**config.mk**
```make
export PLATFORM = sky130hd
export DESIGN_NAME = sram_ctl
export DESIGN_NICKNAME = d
export VERILOG_FILES = /design/src/rtl/sram_ctl_pkg.sv /design/src/rtl/sram_ctl_fsm.sv /design/src/rtl/sram_ctl_capture.sv /design/src/rtl/sram_ctl.sv
export SDC_FILE = /design/constraint.sdc
export NUM_CORES = 1
export LEC_CHECK = 0
export CAP_MARGIN = 25
export CORE_ASPECT_RATIO = 0.7
export CORE_MARGIN = 2
export CORE_UTILIZATION = 67
export DETAILED_ROUTE_END_ITERATION = 7
export DONT_BUFFER_PORTS = 1
export PLACE_DENSITY = 0.83
export SYNTH_ARGS = -nofsm -noshare
export SYNTH_HDL_FRONTEND = slang
export SYNTH_HIERARCHICAL = 1
export SYNTH_SLANG_ARGS = --single-unit
```
**constraint.sdc**
```tcl
create_clock -name clk -period 3.6 [get_ports clk]
set_input_delay 0.18 -clock clk [delete_from_list [all_inputs] [get_ports clk]]
set_output_delay 0.18 -clock clk [all_outputs]
set_load 0.01 [all_outputs]
```
**src/rtl/sram_ctl_pkg.sv**
```systemverilog
`timescale 1ns/1ps
// Package: shared state encoding for the SRAM access sequencer.
// Assumes: one access in flight at a time; the state order is not decoded elsewhere.
package sram_ctl_pkg;
    typedef enum logic [2:0] {
        ST_IDLE,
        ST_TURN,
        ST_SETUP,
        ST_ACCESS,
        ST_HOLD,
        ST_DONE
    } sram_st_e;
endpackage

```
**src/rtl/sram_ctl_fsm.sv**
```systemverilog
`timescale 1ns/1ps
// Module: phase sequencer. Takes a request and steps through the phases
// turnaround, setup, strobe, hold and done, counting wait states.
// Assumes: the caller latches the request fields on `accept`.
module sram_ctl_fsm
    import sram_ctl_pkg::*;
#(
    parameter int WAIT_W = 4
) (
    input  logic              clk,
    input  logic              rst_n,
    input  logic              req_valid,
    input  logic              req_write,
    input  logic              mask_any,
    input  logic [WAIT_W-1:0] wait_cycles,
    output sram_st_e          state,
    output logic              accept,
    output logic              last_access
);
    logic [WAIT_W-1:0] ws_q;
    logic [WAIT_W-1:0] cnt_q;
    logic              prev_read_q;

    assign accept      = (state == ST_IDLE) && req_valid;
    assign last_access = (state == ST_ACCESS) && (cnt_q == '0);

    // Phase register, wait-state counter and last-access-direction flag.
    always_ff @(posedge clk) begin
        if (!rst_n) begin
            state       <= ST_IDLE;
            ws_q        <= '0;
            cnt_q       <= '0;
            prev_read_q <= 1'b0;
        end else begin
            case (state)
                ST_IDLE: if (req_valid) begin
                    ws_q <= wait_cycles;
                    if (!mask_any) begin
                        state <= ST_DONE;
                    end else begin
                        prev_read_q <= !req_write;
                        state <= (req_write && prev_read_q) ? ST_TURN : ST_SETUP;
                    end
                end
                ST_TURN:  state <= ST_SETUP;
                ST_SETUP: begin
                    cnt_q <= (ws_q == '0) ? '0 : ws_q - 1'b1;
                    state <= ST_ACCESS;
                end
                ST_ACCESS: begin
                    if (cnt_q == '0) state <= ST_HOLD;
                    else             cnt_q <= cnt_q - 1'b1;
                end
                ST_HOLD:  state <= ST_DONE;
                default:  state <= ST_IDLE;
            endcase
        end
    end

    assert_turn_then_setup_R8: assert property (@(posedge clk) disable iff (!rst_n)
        (state == ST_TURN) |=> (state == ST_SETUP));
    assert_done_returns_idle_R10: assert property (@(posedge clk) disable iff (!rst_n)
        (state == ST_DONE) |=> (state == ST_IDLE));
endmodule

```
**src/rtl/sram_ctl_capture.sv**
```systemverilog
`timescale 1ns/1ps
// Module: read-data capture, one register slice per byte lane.
// Assumes: `cap` is high only in the last strobe cycle of a read; `clr`
// marks an empty-mask read, which returns zero.
module sram_ctl_capture #(
    parameter int LANES  = 2,
    parameter int LANE_W = 8
) (
    input  logic                    clk,
    input  logic                    rst_n,
    input  logic                    cap,
    input  logic                    clr,
    input  logic [LANES-1:0]        lane_en,
    input  logic [LANES*LANE_W-1:0] dq_in,
    output logic [LANES*LANE_W-1:0] rdata
);
    for (genvar g = 0; g < LANES; g++) begin : g_lane
        // Lane slice: sample the bus for enabled lanes, zero otherwise.
        always_ff @(posedge clk) begin
            if (!rst_n || clr) begin
                rdata[g*LANE_W +: LANE_W] <= '0;
            end else if (cap) begin
                rdata[g*LANE_W +: LANE_W] <= lane_en[g] ? dq_in[g*LANE_W +: LANE_W] : '0;
            end
        end
    end
endmodule

```
**src/rtl/sram_ctl.sv**
```systemverilog
`timescale 1ns/1ps
// Module: top of the asynchronous SRAM access sequencer. Latches the request,
// decodes the memory pins from the phase, and drives the split data bus.
// Assumes: the wait count covers the memory access time at the clock period.
module sram_ctl
    import sram_ctl_pkg::*;
#(
    parameter int ADDR_W = 18,
    parameter int LANE_W = 8,
    parameter int LANES  = 2,
    parameter int WAIT_W = 4
) (
    input  logic                    clk,
    input  logic                    rst_n,
    input  logic                    req_valid,
    input  logic                    req_write,
    input  logic [ADDR_W-1:0]       req_addr,
    input  logic [LANES*LANE_W-1:0] req_wdata,
    input  logic [LANES-1:0]        req_mask,
    input  logic [WAIT_W-1:0]       wait_cycles,
    output logic                    req_ready,
    output logic                    done,
    output logic [LANES*LANE_W-1:0] rdata,
    output logic [ADDR_W-1:0]       mem_addr,
    output logic                    mem_ce_n,
    output logic                    mem_oe_n,
    output logic                    mem_we_n,
    output logic [LANES-1:0]        mem_lane_n,
    output logic [LANES*LANE_W-1:0] mem_dq_out,
    output logic                    mem_dq_oe,
    input  logic [LANES*LANE_W-1:0] mem_dq_in
);
    localparam int DATA_W = LANES * LANE_W;

    sram_st_e              state;
    logic                  accept;
    logic                  last_access;
    logic                  wr_q;
    logic [ADDR_W-1:0]     addr_q;
    logic [DATA_W-1:0]     wdata_q;
    logic [LANES-1:0]      mask_q;
    logic                  active;
    logic                  strobe;

    sram_ctl_fsm #(.WAIT_W(WAIT_W)) fsm_i (
        .clk         (clk),
        .rst_n       (rst_n),
        .req_valid   (req_valid),
        .req_write   (req_write),
        .mask_any    (|req_mask),
        .wait_cycles (wait_cycles),
        .state       (state),
        .accept      (accept),
        .last_access (last_access)
    );

    // Request latch: hold address, data, mask and direction for the access.
    always_ff @(posedge clk) begin
        if (!rst_n) begin
            wr_q    <= 1'b0;
            addr_q  <= '0;
            wdata_q <= '0;
            mask_q  <= '0;
        end else if (accept) begin
            wr_q    <= req_write;
            addr_q  <= req_addr;
            wdata_q <= req_wdata;
            mask_q  <= req_mask;
        end
    end

    sram_ctl_capture #(.LANES(LANES), .LANE_W(LANE_W)) cap_i (
        .clk     (clk),
        .rst_n   (rst_n),
        .cap     (last_access && !wr_q),
        .clr     (accept && !req_write && (req_mask == '0)),
        .lane_en (mask_q),
        .dq_in   (mem_dq_in),
        .rdata   (rdata)
    );

    // Pin decode: select during setup/strobe/hold, strobe only in the access phase.
    always_comb begin
        active     = (state == ST_SETUP) || (state == ST_ACCESS) || (state == ST_HOLD);
        strobe     = (state == ST_ACCESS);
        mem_ce_n   = !active;
        mem_lane_n = ~(mask_q & {LANES{active}});
        mem_oe_n   = !(strobe && !wr_q);
        mem_we_n   = !(strobe && wr_q);
        mem_dq_oe  = active && wr_q;
        mem_dq_out = wdata_q;
        mem_addr   = addr_q;
        req_ready  = (state == ST_IDLE);
        done       = (state == ST_DONE);
    end

    assert_idle_standby_R1: assert property (@(posedge clk) disable iff (!rst_n)
        req_ready |-> (mem_ce_n && (&mem_lane_n) && mem_oe_n && mem_we_n && !mem_dq_oe));
    assert_we_has_lane_R3: assert property (@(posedge clk) disable iff (!rst_n)
        !mem_we_n |-> (!mem_ce_n && !(&mem_lane_n)));
    assert_bus_dir_R6: assert property (@(posedge clk) disable iff (!rst_n)
        mem_dq_oe |-> (mem_oe_n || !mem_we_n));
    assert_no_dual_strobe_R6: assert property (@(posedge clk) disable iff (!rst_n)
        !(!mem_oe_n && !mem_we_n));
    assert_addr_stable_R7: assert property (@(posedge clk) disable iff (!rst_n)
        (!mem_ce_n && $past(!mem_ce_n)) |-> $stable(mem_addr));
    assert_turnaround_R8: assert property (@(posedge clk) disable iff (!rst_n)
        $rose(mem_dq_oe) |-> $past(mem_oe_n));
    assert_done_pulse_R10: assert property (@(posedge clk) disable iff (!rst_n)
        done |=> !done);
endmodule

```
==> results.py, run 1 <==
metrics = {
    "job": {
        "drv_cap": 0,
    },
    "detailed_routing": {
        "ant_nets": 0,
        "drcViolationCount": 0,
        "viasPerCell": 5.906,
        "wl_met3_um": 612,
        "wl_met1_um": 2467,
        "vias": 2020,
        "routed.top_layer": "met4",
        "wirelength_um": 5948,
        "firstDrtPassIters": 4,
        "dr.first_iter.drc_count": 112,
        "routedWlPerCell_um": 17.39,
        "dr_wl_met2_um": 2763,
    },
    "global_routing": {
        "antenna_found_initial": 0,
        "gr-usage-all-layers_pct": 24.68,
        "overflow": 0,
        "grt_pass1_wl_um": 8832,
        "grt_max_degree": 38,
        "grt_pass1_vias": 1860,
    },
    "logic_synthesis": {
        "netlist.area_leader.share_pct": 45.32,
        "ys_top_cells_by_area": "dfxtp_1 (45%), mux2i_1 (14%), nor2b_1 (8.7%), nand2b_1 (3.7%), nand3_1 (3.1%)",
        "synth_top_family_by_area": "simple AND/OR/NAND/NOR gates",
        "synth-compound-area-share_pct": 10.85,
        "ys_top_cells_by_count": "dfxtp_1 (65), mux2i_1 (41), nor2b_1 (40)",
        "yosys.area_share.simple_pct": 23.14,
        "synth_most_common_cell": "dfxtp_1",
        "yosys.area.top_type": "dfxtp_1",
        "syn_inst": 285,
        "syn-num-nets": 347,
        "synthesis.area_mm2": 0.002872,
        "synth_mux_area_share_pct": 14.29,
        "synth_xor_area_share_pct": 0,
        "avgSynthCellArea_um2": 10.08,
        "synth_ff_type": "dfxtp_1",
        "synthAdderAreaFrac_pct": 0.8715,
        "seq_area_frac_synth_pct": 45.32,
        "async_flop_share_pct": 0,
        "ys_types": 44,
        "synth-edff-count": 0,
        "ys_warn_count": 6,
        "ys_ff_latch": 65,
    },
    "clocking": {
        "cts_tree": "built",
        "cts.clk_slew.worst_paths_ns": 0.07,
        "cts-root-buf": "clkbuf_8",
        "numCtsBuffers": 9,
        "cts_setup_buffers": 0,
        "cts_resized": 0,
        "cts.sinks": 65,
        "htree_levels": 3,
        "worst_skew_pair.late_latency_ns": 0.32,
        "cts_buffer_depth": 2,
    },
    "setup_path": {
        "worstPathArrival_ns": 2.40,
        "reg2reg_slack_ns": 1.43,
        "criticalPathCategory": "flop to flop",
        "cp.required_ns": 3.83,
        "critPathMaxFanout": 35,
        "crit_path_end_kind": "flop",
        "cp-start-kind": "flop",
    },
    "floorplan": {
        "initial_core_util_pct": 71.47,
        "num_rows": 19,
        "dieHeight_um": 58.78,
        "design.core.area_mm2": 0.004018,
        "die_w_um": 82.25,
        "io-pin-count": 118,
        "fp.dieArea_mm2": 0.004834,
    },
    "timing": {
        "setup_slack_ns": 1.432,
        "maxSlewViolCount": 0,
        "fmax_mhz": 461.2,
        "maxSlewHeadroom_pct": 32.72,
        "skew_ns": 0.006823,
        "fin_crit_ns": 2.168,
        "tightest_slew_ns": 1.006,
        "rsz0062_at_grt": "no",
        "setup_viol": 0,
        "hold_viol": 0,
        "period_share_pct": 60.22,
        "tns_ns": 0,
    },
    "placed_design": {
        "pre_cts_slack_ns": 1.481,
        "dp_hpwl_um": 3919,
        "dp.cells": 322,
        "io_buffers": 0,
        "gp_congestion": 0.8294,
    },
    "pwr": {
        "swShare_pct": 29.04,
        "vdd_drop_max_mv": 0.4506,
        "intPower_mw": 1.362,
        "power_mw": 1.920,
        "seq_power_share_pct": 47.5,
        "comb_power_share_pct": 19.6,
        "pwr-share-clk_pct": 32.9,
        "p_leak_nw": 1.078,
        "switching_power_uw": 557.6,
        "p_per_area_mw_per_mm2": 622.7,
    },
    "layout": {
        "final_cells": 342,
        "syn2layout_area_growth_pct": 7.364,
        "nNetsFinal": 349,
        "antenna_cells": 0,
        "drive_above_1_share_pct": 10.69,
    },
    "run_status": {
        "status": "completed",
    },
    "min_path": {
        "hold_path_class": "primary input to flop",
    },
}
cells in the final DEF (no fill, tap or decap), types with 3 or more instances in the layout:
cell,n
mux2i_1,41
nor2_1,10
nor3_1,4
nand2_1,5
a21oi_2,10
o21ai_0,7
dfxtp_1,65
nor2b_1,40
dlygate4sd3_1,6
nand2b_1,17
inv_1,4
nand3_1,18
nor3b_1,3
a21oi_1,14
clkbuf_8,9
critical path, cell delays in order, from the launching register on:
cell	delay, ns
dfxtp_1	0.49
nor4b_4	0.87
buf_12	0.34
a21oi_1	0.11
a311oi_1	0.26
stage by stage:
stage	cell area, um2	utilization (%)	hold slack (ns)
global placement	2824	70.29	0.2988
global route	3083	76.74	0.009334
finish	3083	76.74	0.01388
floorplan	2872	-	0.2961
detailed placement	2824	70.29	0.3033
CTS	3083	76.74	0.001545
power by group through the flow:
stage / combinational, mW / clock, mW / sequential, mW
after floorplan: 0.367 / 0 / 0.881
after global placement: 0.353 / 0 / 0.921
after detailed placement: 0.363 / 0 / 0.923
after CTS: 0.377 / 0.648 / 0.910
after global routing: 0.408 / 0.673 / 0.923
final: 0.377 / 0.631 / 0.912
flip-flops by register name, indices dropped and copies added (netlist names):
| register | count |
|---|---|
| mask_q | 2 |
| fsm_i/prev_read_q | 1 |
| mem_addr | 18 |
| fsm_i/ws_q | 4 |
| mem_dq_out | 16 |
| fsm_i/state | 3 |
| cap_i/rdata | 16 |
| fsm_i/cnt_q | 4 |
| wr_q | 1 |
final timing paths:
path / start / end / cells after the start
setup / recovery: fsm_i/state[0] / fsm_i/prev_read_q / 4
hold / removal: wait_cycles[1] / fsm_i/ws_q[1] / 2
setup reg to reg: fsm_i/state[0] / fsm_i/prev_read_q / 4
hold reg to reg: fsm_i/cnt_q[1] / fsm_i/cnt_q[1] / 2
routing by layer:
layer | GRT usage [%] | vias up
li1 | - | 996
met1 | 28.39 | 921
met2 | 39.52 | 94
met3 | 10.74 | 9
met4 | 11.90 | 0
met5 | 0 | -
what timing repair did:
action | CTS | global route
endpoints found under the setup margin | 0 | 0
hold buffers | 6 | 0
hold endpoints to repair | 40 | 0
kinds of logic after synthesis:
family,after synthesis
AND/OR/NAND/NOR,109
buffers and inverters,22
flip-flops,65
multiplexers,41
AO/OA/AOI/OAI,46
adder cells (fa/ha/maj),2
cell type report:
class | instances | area [um2]
Clock inverter | 3 | 67.56
Sequential cell | 65 | 1301
Inverter | 5 | 18.77
Clock buffer | 11 | 131.4
Multi-Input combinational cell | 198 | 1411
Timing Repair Buffer | 8 | 87.58
Fill cell | 289 | 934.6
Tap cell | 52 | 65.06
Power figures use the tool's default switching activity.
==> run 2: changes to the inputs <==
--- a/config.mk
+++ b/config.mk
@@ -5,13 +5,14 @@
 export SDC_FILE = /design/constraint.sdc
 export NUM_CORES = 1
 export LEC_CHECK = 0
+export ABC_AREA = 1
 export CAP_MARGIN = 25
 export CORE_ASPECT_RATIO = 0.7
 export CORE_MARGIN = 2
-export CORE_UTILIZATION = 67
+export CORE_UTILIZATION = 56
 export DETAILED_ROUTE_END_ITERATION = 7
 export DONT_BUFFER_PORTS = 1
-export PLACE_DENSITY = 0.83
+export PLACE_DENSITY = 0.74
 export SYNTH_ARGS = -nofsm -noshare
 export SYNTH_HDL_FRONTEND = slang
 export SYNTH_HIERARCHICAL = 1
==> constraint.sdc (replaced) <==
create_clock -name clk -period 1.9 [get_ports clk]
set_input_delay 0.095 -clock clk [delete_from_list [all_inputs] [get_ports clk]]
set_output_delay 0.095 -clock clk [all_outputs]
set_load 0.01 [all_outputs]
==> run 2 against run 1 <==
Compared with the run above: core utilization fell by 2.2 points; setup slack got worse by 1.2 ns; cell count rose by 41%.
==> results.py, run 2 <==
metrics = {
    "floorplan": {
        "io-pin-count": 118,
        "dieHeight_um": 63.11,
        "design.core.area_mm2": 0.004782,
        "fp.dieArea_mm2": 0.005581,
        "initial_core_util_pct": 58.45,
        "die_w_um": 88.44,
        "num_rows": 21,
    },
    "detailed_routing": {
        "routedWlPerCell_um": 15.23,
        "ant_nets": 0,
        "viasPerCell": 5.290,
        "vias": 2555,
        "firstDrtPassIters": 4,
        "drcViolationCount": 0,
        "wirelength_um": 7357,
        "dr.first_iter.drc_count": 136,
    },
    "timing": {
        "tns_ns": 0,
        "maxSlewHeadroom_pct": 74.48,
        "fmax_mhz": 595.5,
        "tightest_slew_ns": 0.3823,
        "period_share_pct": 88.39,
        "hold_viol": 0,
        "setup_slack_ns": 0.2206,
        "rsz0062_at_grt": "no",
        "maxSlewViolCount": 0,
        "skew_ns": 0.005844,
        "setup_viol": 0,
        "fin_crit_ns": 1.679,
    },
    "logic_synthesis": {
        "syn-num-nets": 416,
        "yosys.area.top_type": "dfxtp_1",
        "syn_inst": 354,
        "netlist.area_leader.share_pct": 46.55,
        "ys_types": 32,
        "synth_ff_type": "dfxtp_1",
        "async_flop_share_pct": 0,
        "ys_ff_latch": 65,
        "ys_warn_count": 6,
        "seq_area_frac_synth_pct": 46.55,
        "synth-edff-count": 0,
        "avgSynthCellArea_um2": 7.896,
        "ys_top_cells_by_count": "nor2_1 (79), dfxtp_1 (65), o21ai_0 (48)",
        "synthesis.area_mm2": 0.002795,
        "synth_most_common_cell": "nor2_1",
        "ys_top_cells_by_area": "dfxtp_1 (47%), nor2_1 (11%), o21ai_0 (8.6%), nand3_1 (4.5%), a21oi_2 (3.8%)",
    },
    "global_routing": {
        "grt_pass1_wl_um": 11840,
        "grt_max_degree": 48,
        "overflow": 0,
        "grt_pass1_vias": 2517,
        "antenna_found_initial": 0,
        "gr-usage-all-layers_pct": 27.52,
    },
    "placed_design": {
        "dp_hpwl_um": 4326,
        "dpl_cell_area_mm2": 0.002768,
        "pre_cts_slack_ns": 0.1596,
        "gp_congestion": 0.9069,
        "io_buffers": 0,
        "dp.cells": 409,
    },
    "setup_path": {
        "reg2reg_slack_ns": 0.22,
        "path_cells": "inv_1, ha_1, nand2_1, nor2_1, inv_1, nor2_1, buf_12, clkinv_4, nand2_2, a21oi_2",
        "r2r_start": "fsm_i/cnt_q[0]",
        "critPathMaxStageDelay_ns": 0.33,
        "criticalPathCategory": "flop to flop",
        "critPathMaxFanout": 17,
        "cp.required_ns": 2.12,
        "worstRegToRegCells": 10,
        "cp-start-kind": "flop",
        "r2r_end": "cap_i/rdata[8]",
        "worstPathArrival_ns": 1.90,
        "cp_slowest_cell": "dfxtp_1",
        "crit_path_end_kind": "flop",
    },
    "job": {
        "drv_cap": 0,
    },
    "layout": {
        "finalInstanceArea_mm2": 0.003566,
        "largest_reg_flops": 18,
        "drive_above_1_share_pct": 16.91,
        "nNetsFinal": 472,
        "register_area_mm2": 0.001304,
        "antenna_cells": 0,
        "final_cells": 483,
        "final_common_cell": "nor2_1",
        "multiInputGateArea_mm2": 0.001232,
        "fillCellCount": 351,
        "syn2layout_area_growth_pct": 27.57,
        "final_cell_mix": "nor2_1 (79), dfxtp_1 (63), dlygate4sd3_1 (58), o21ai_0 (48), nand2_1 (27)",
    },
    "clocking": {
        "cts_tree": "built",
        "cts.sinks": 65,
        "htree_levels": 3,
        "cts.clk_slew.worst_paths_ns": 0.07,
        "numCtsBuffers": 9,
        "cts_buffer_depth": 2,
        "cts-root-buf": "clkbuf_8",
        "worst_skew_pair.late_latency_ns": 0.33,
    },
    "pwr": {
        "p_per_area_mw_per_mm2": 1198,
        "power_mw": 4.271,
        "vdd_drop_max_mv": 0.8134,
        "p_leak_nw": 1.423,
    },
    "min_path": {
        "hold_path_class": "primary input to flop",
        "worstHoldStart": "rst_n",
        "min_path_cells": 3,
        "min_to": "mem_addr[5]",
    },
    "run_status": {
        "status": "completed",
    },
}
[run 2: cell count changes after synthesis, moves of 5 or more]
cell	before	now
mux2i_1	41	0
nor2_2	0	11
nor2b_1	40	0
nand2b_1	17	0
nor2_1	10	79
inv_1	4	18
nand2_2	0	13
nand3_1	18	25
clkbuf_2	1	6
o21ai_0	7	48
nand2_1	5	27
[run 2: worst max path at each step]
stage / startpoint / endpoint / slack, ns / depth (start not counted)
finish: fsm_i/cnt_q[0] / cap_i/rdata[8] / 0.22 / 10
global route: fsm_i/cnt_q[0] / cap_i/rdata[5] / 0.06 / 10
CTS: fsm_i/state[1] / cap_i/rdata[10] / 0.14 / 10
detailed placement: fsm_i/state[1] / cap_i/rdata[10] / 0.16 / 10
global placement: fsm_i/state[0] / cap_i/rdata[14] / 0.19 / 10
floorplan: fsm_i/state[0] / cap_i/rdata[0] / 0.09 / 11
[run 2: what timing repair did]
item / 4_1_cts / 5_1_grt
endpoints found under the hold margin: 65 / 0
endpoints found under the setup margin: 0 / 6
setup buffers: 0 / 0
hold buffers: 59 / 0
resized for setup: 0 / 2
[run 2: cell families after synthesis]
family / share of synthesized area (%)
AND/OR/NAND/NOR: 26.01
AO/OA/AOI/OAI: 16.88
flip-flops: 46.55
buffers and inverters: 9.355
adder cells (fa/ha/maj): 0.8951
XOR/XNOR: 0.3134
[run 2: cell type report]
cell class / instances / share of cell area (%)
clock buffers: 12 / 4.351
clock inverters: 3 / 1.123
inverters: 24 / 2.737
multi-input cells: 246 / 34.56
flip-flops and latches: 65 / 36.56
well taps: 69 / 2.421
repair buffers: 64 / 18.25
[run 2: where the power goes]
group | internal [mW] | switching (mW)
registers | 1.63 | 0.322
clock network | 0.667 | 0.495
logic | 0.422 | 0.731
total | 2.72 | 1.55
[run 2: worst max-delay path, delay by kind of cell, from the launching register on]
family                   cells  cell delay (ns)
AND/OR/NAND/NOR              4             0.51
flip-flops                   1             0.33
buffers and inverters        4             0.51
AO/OA/AOI/OAI                1             0.06
adder cells (fa/ha/maj)      1             0.16
[run 2: per-stage QoR]
step / utilization [%] / hold slack [ns]
after detailed placement: 57.88 / 0.2330
final: 74.57 / 0.09701
after floorplan: - / 0.2232
after CTS: 74.52 / 0.07157
after global placement: 57.88 / 0.2242
after global routing: 74.57 / 0.08097
[run 2: layer usage]
metal,part of all wire [%],up-vias,track usage [%]
li1,-,1252,-
met1,42,1167,33.00
met2,47,124,45.39
met3,9.2,12,10.35
met4,1.3,0,8.902
met5,0,-,0
==> run 3: changes to the inputs <==
--- a/config.mk
+++ b/config.mk
@@ -5,7 +5,6 @@
 export SDC_FILE = /design/constraint.sdc
 export NUM_CORES = 1
 export LEC_CHECK = 0
-export ABC_AREA = 1
 export CAP_MARGIN = 25
 export CORE_ASPECT_RATIO = 0.7
 export CORE_MARGIN = 2
@@ -13,6 +12,7 @@
 export DETAILED_ROUTE_END_ITERATION = 7
 export DONT_BUFFER_PORTS = 1
 export PLACE_DENSITY = 0.74
+export SLEW_MARGIN = 15
 export SYNTH_ARGS = -nofsm -noshare
 export SYNTH_HDL_FRONTEND = slang
 export SYNTH_HIERARCHICAL = 1
==> run 3 against run 2 <==
Compared with the run above: via count down 9.3%; sequential share of layout area down 2.5 points; largest power group unchanged; largest cell class is now multi-input gates; die area up 2.6%; maximum frequency down 8.3%.
==> results.py, run 3 (synthesis gave the netlist of run 1 again) <==
metrics = {
    "run_status": {
        "status": "completed",
    },
    "global_routing": {
        "gr-usage-all-layers_pct": 24.94,
        "use_met2_pct": 38.05,
        "grtUsageMet1_pct": 31.31,
        "use_met3_pct": 10.72,
        "grt.busiest_layer": "met2",
        "overflow": 0,
        "grt_pass1_vias": 2185,
        "antenna_found_initial": 0,
        "grt_max_degree": 41,
        "grt_pass1_wl_um": 10700,
    },
    "pwr": {
        "vdd_drop_max_mv": 0.7010,
        "p_per_area_mw_per_mm2": 1045,
        "intPower_mw": 2.821,
        "p_leak_nw": 1.388,
        "power_mw": 4.003,
        "pwr-share-clk_pct": 33.8,
        "swShare_pct": 29.51,
        "switching_power_mw": 1.181,
        "seq_power_share_pct": 42.5,
        "comb_power_share_pct": 23.7,
    },
    "clocking": {
        "cts.sinks": 65,
        "cts.clk_slew.worst_paths_ns": 0.08,
        "cts_buffer_depth": 2,
        "cts_tree": "built",
        "cts-root-buf": "clkbuf_8",
        "numCtsBuffers": 9,
        "htree_levels": 3,
        "worst_skew_pair.late_latency_ns": 0.35,
        "cts_setup_buffers": 0,
    },
    "floorplan": {
        "initial_core_util_pct": 59.07,
        "fp.dieArea_mm2": 0.005725,
        "io-pin-count": 118,
        "design.core.area_mm2": 0.004861,
        "num_rows": 21,
        "dieHeight_um": 63.91,
        "die_w_um": 89.59,
    },
    "timing": {
        "maxSlewHeadroom_pct": 67.98,
        "maxSlewViolCount": 0,
        "setup_viol": 0,
        "tightest_slew_ns": 0.4767,
        "setup_slack_ns": 0.06928,
        "period_share_pct": 96.35,
        "fmax_mhz": 546.2,
        "hold_slack_ns": 0.03372,
        "skew_ns": 0.01514,
        "fin_crit_ns": 1.831,
        "hold_viol": 0,
    },
    "layout": {
        "final_cells": 424,
        "syn2layout_area_growth_pct": 33.42,
        "drive_above_1_share_pct": 15.21,
        "nNetsFinal": 412,
        "final_common_cell": "dfxtp_1",
        "utilization_pct": 78.82,
        "final_cell_mix": "dfxtp_1 (63), dlygate4sd3_1 (59), mux2i_1 (41), nor2b_1 (39), nand3_1 (18)",
        "largest_reg_flops": 18,
        "antenna_cells": 0,
    },
    "detailed_routing": {
        "routedWlPerCell_um": 16.71,
        "dr.first_iter.drc_count": 91,
        "wirelength_um": 7083,
        "viasPerCell": 5.465,
        "ant_nets": 0,
        "vias": 2317,
        "firstDrtPassIters": 4,
        "drcViolationCount": 0,
    },
    "setup_path": {
        "critPathMaxStageDelay_ns": 0.40,
        "criticalPathCategory": "flop to flop",
        "cp_slowest_cell": "or3b_4",
        "crit_path_end_kind": "flop",
        "worstPathArrival_ns": 2.11,
        "path_cells": "inv_2, ha_2, or3b_4, nor2_2, nor2b_4, clkbuf_16, nand3_1, a21oi_2",
        "critPathMaxFanout": 8,
        "cp.required_ns": 2.18,
        "cp-start-kind": "flop",
    },
    "job": {
        "drv_cap": 0,
    },
    "placed_design": {
        "io_buffers": 0,
        "pre_cts_slack_ns": 0.002922,
        "dp_hpwl_um": 3958,
        "dp.cells": 345,
        "gp_congestion": 0.8175,
    },
    "min_path": {
        "hold_path_class": "primary input to flop",
    },
}
==> run 3: final timing paths <==
kind / startpoint / end / slack (ns) / cells after the start
min reg2reg: fsm_i/cnt_q[1] / fsm_i/cnt_q[1] / 0.50 / 2
max reg2reg: fsm_i/cnt_q[1] / cap_i/rdata[10] / 0.07 / 8
min: rst_n / cap_i/rdata[7] / 0.03 / 2
max: fsm_i/cnt_q[1] / cap_i/rdata[10] / 0.07 / 8
==> run 3: routing by layer <==
metal / wire length, um / vias up / share of wire, %
li1: - / 1123 / -
met1: 3024 / 1085 / 43
met2: 3363 / 96 / 47
met3: 579 / 13 / 8.2
met4: 116 / 0 / 1.6
met5: 0 / - / 0
==> run 3: critical path, delay by kind of cell (launching register included) <==
| kind | cells | cell delay, ns |
|---|---|---|
| compound gates | 1 | 0.14 |
| buf+inv | 2 | 0.26 |
| flops | 1 | 0.34 |
| simple gates | 4 | 0.87 |
| fa+ha+maj | 1 | 0.16 |
==> run 3: power groups by stage <==
stage          clock (mW)  sequential [mW]  combinational (mW)
2_1_floorplan           0             1.67               0.707
3_3_place_gp            0             1.72               0.751
3_5_place_dp            0             1.72               0.763
4_1_cts              1.38             1.69               0.878
5_1_grt              1.44             1.72                1.03
6_report             1.35             1.70               0.950
==> run 3: repair_timing <==
action / 4_1_cts / 5_1_grt
pin swaps: 0 / 3
cloned: 0 / 3
hold buffers: 59 / 0
gates resized for setup: 1 / 9
setup endpoints to repair: 8 / 16
hold endpoints to repair: 61 / 0
==> run 3: stage by stage <==
stage	TNS [ns]	area, um2
after CTS	0	3734
after global placement	0	2904
final	0	3831
after floorplan	-0.8613	2889
after global routing	-0.1183	3831
after detailed placement	0	2904
==> run 3: layout make-up <==
cell class                 instances  area (um2)
timing repair buffer              71       752.0
clock inverter                     5       85.08
tap                               69       86.33
sequential                        65        1304
multi-input combinational        198        1434
fill                             321        1030
clock buffer                      11       151.4
inverter                           5       18.77
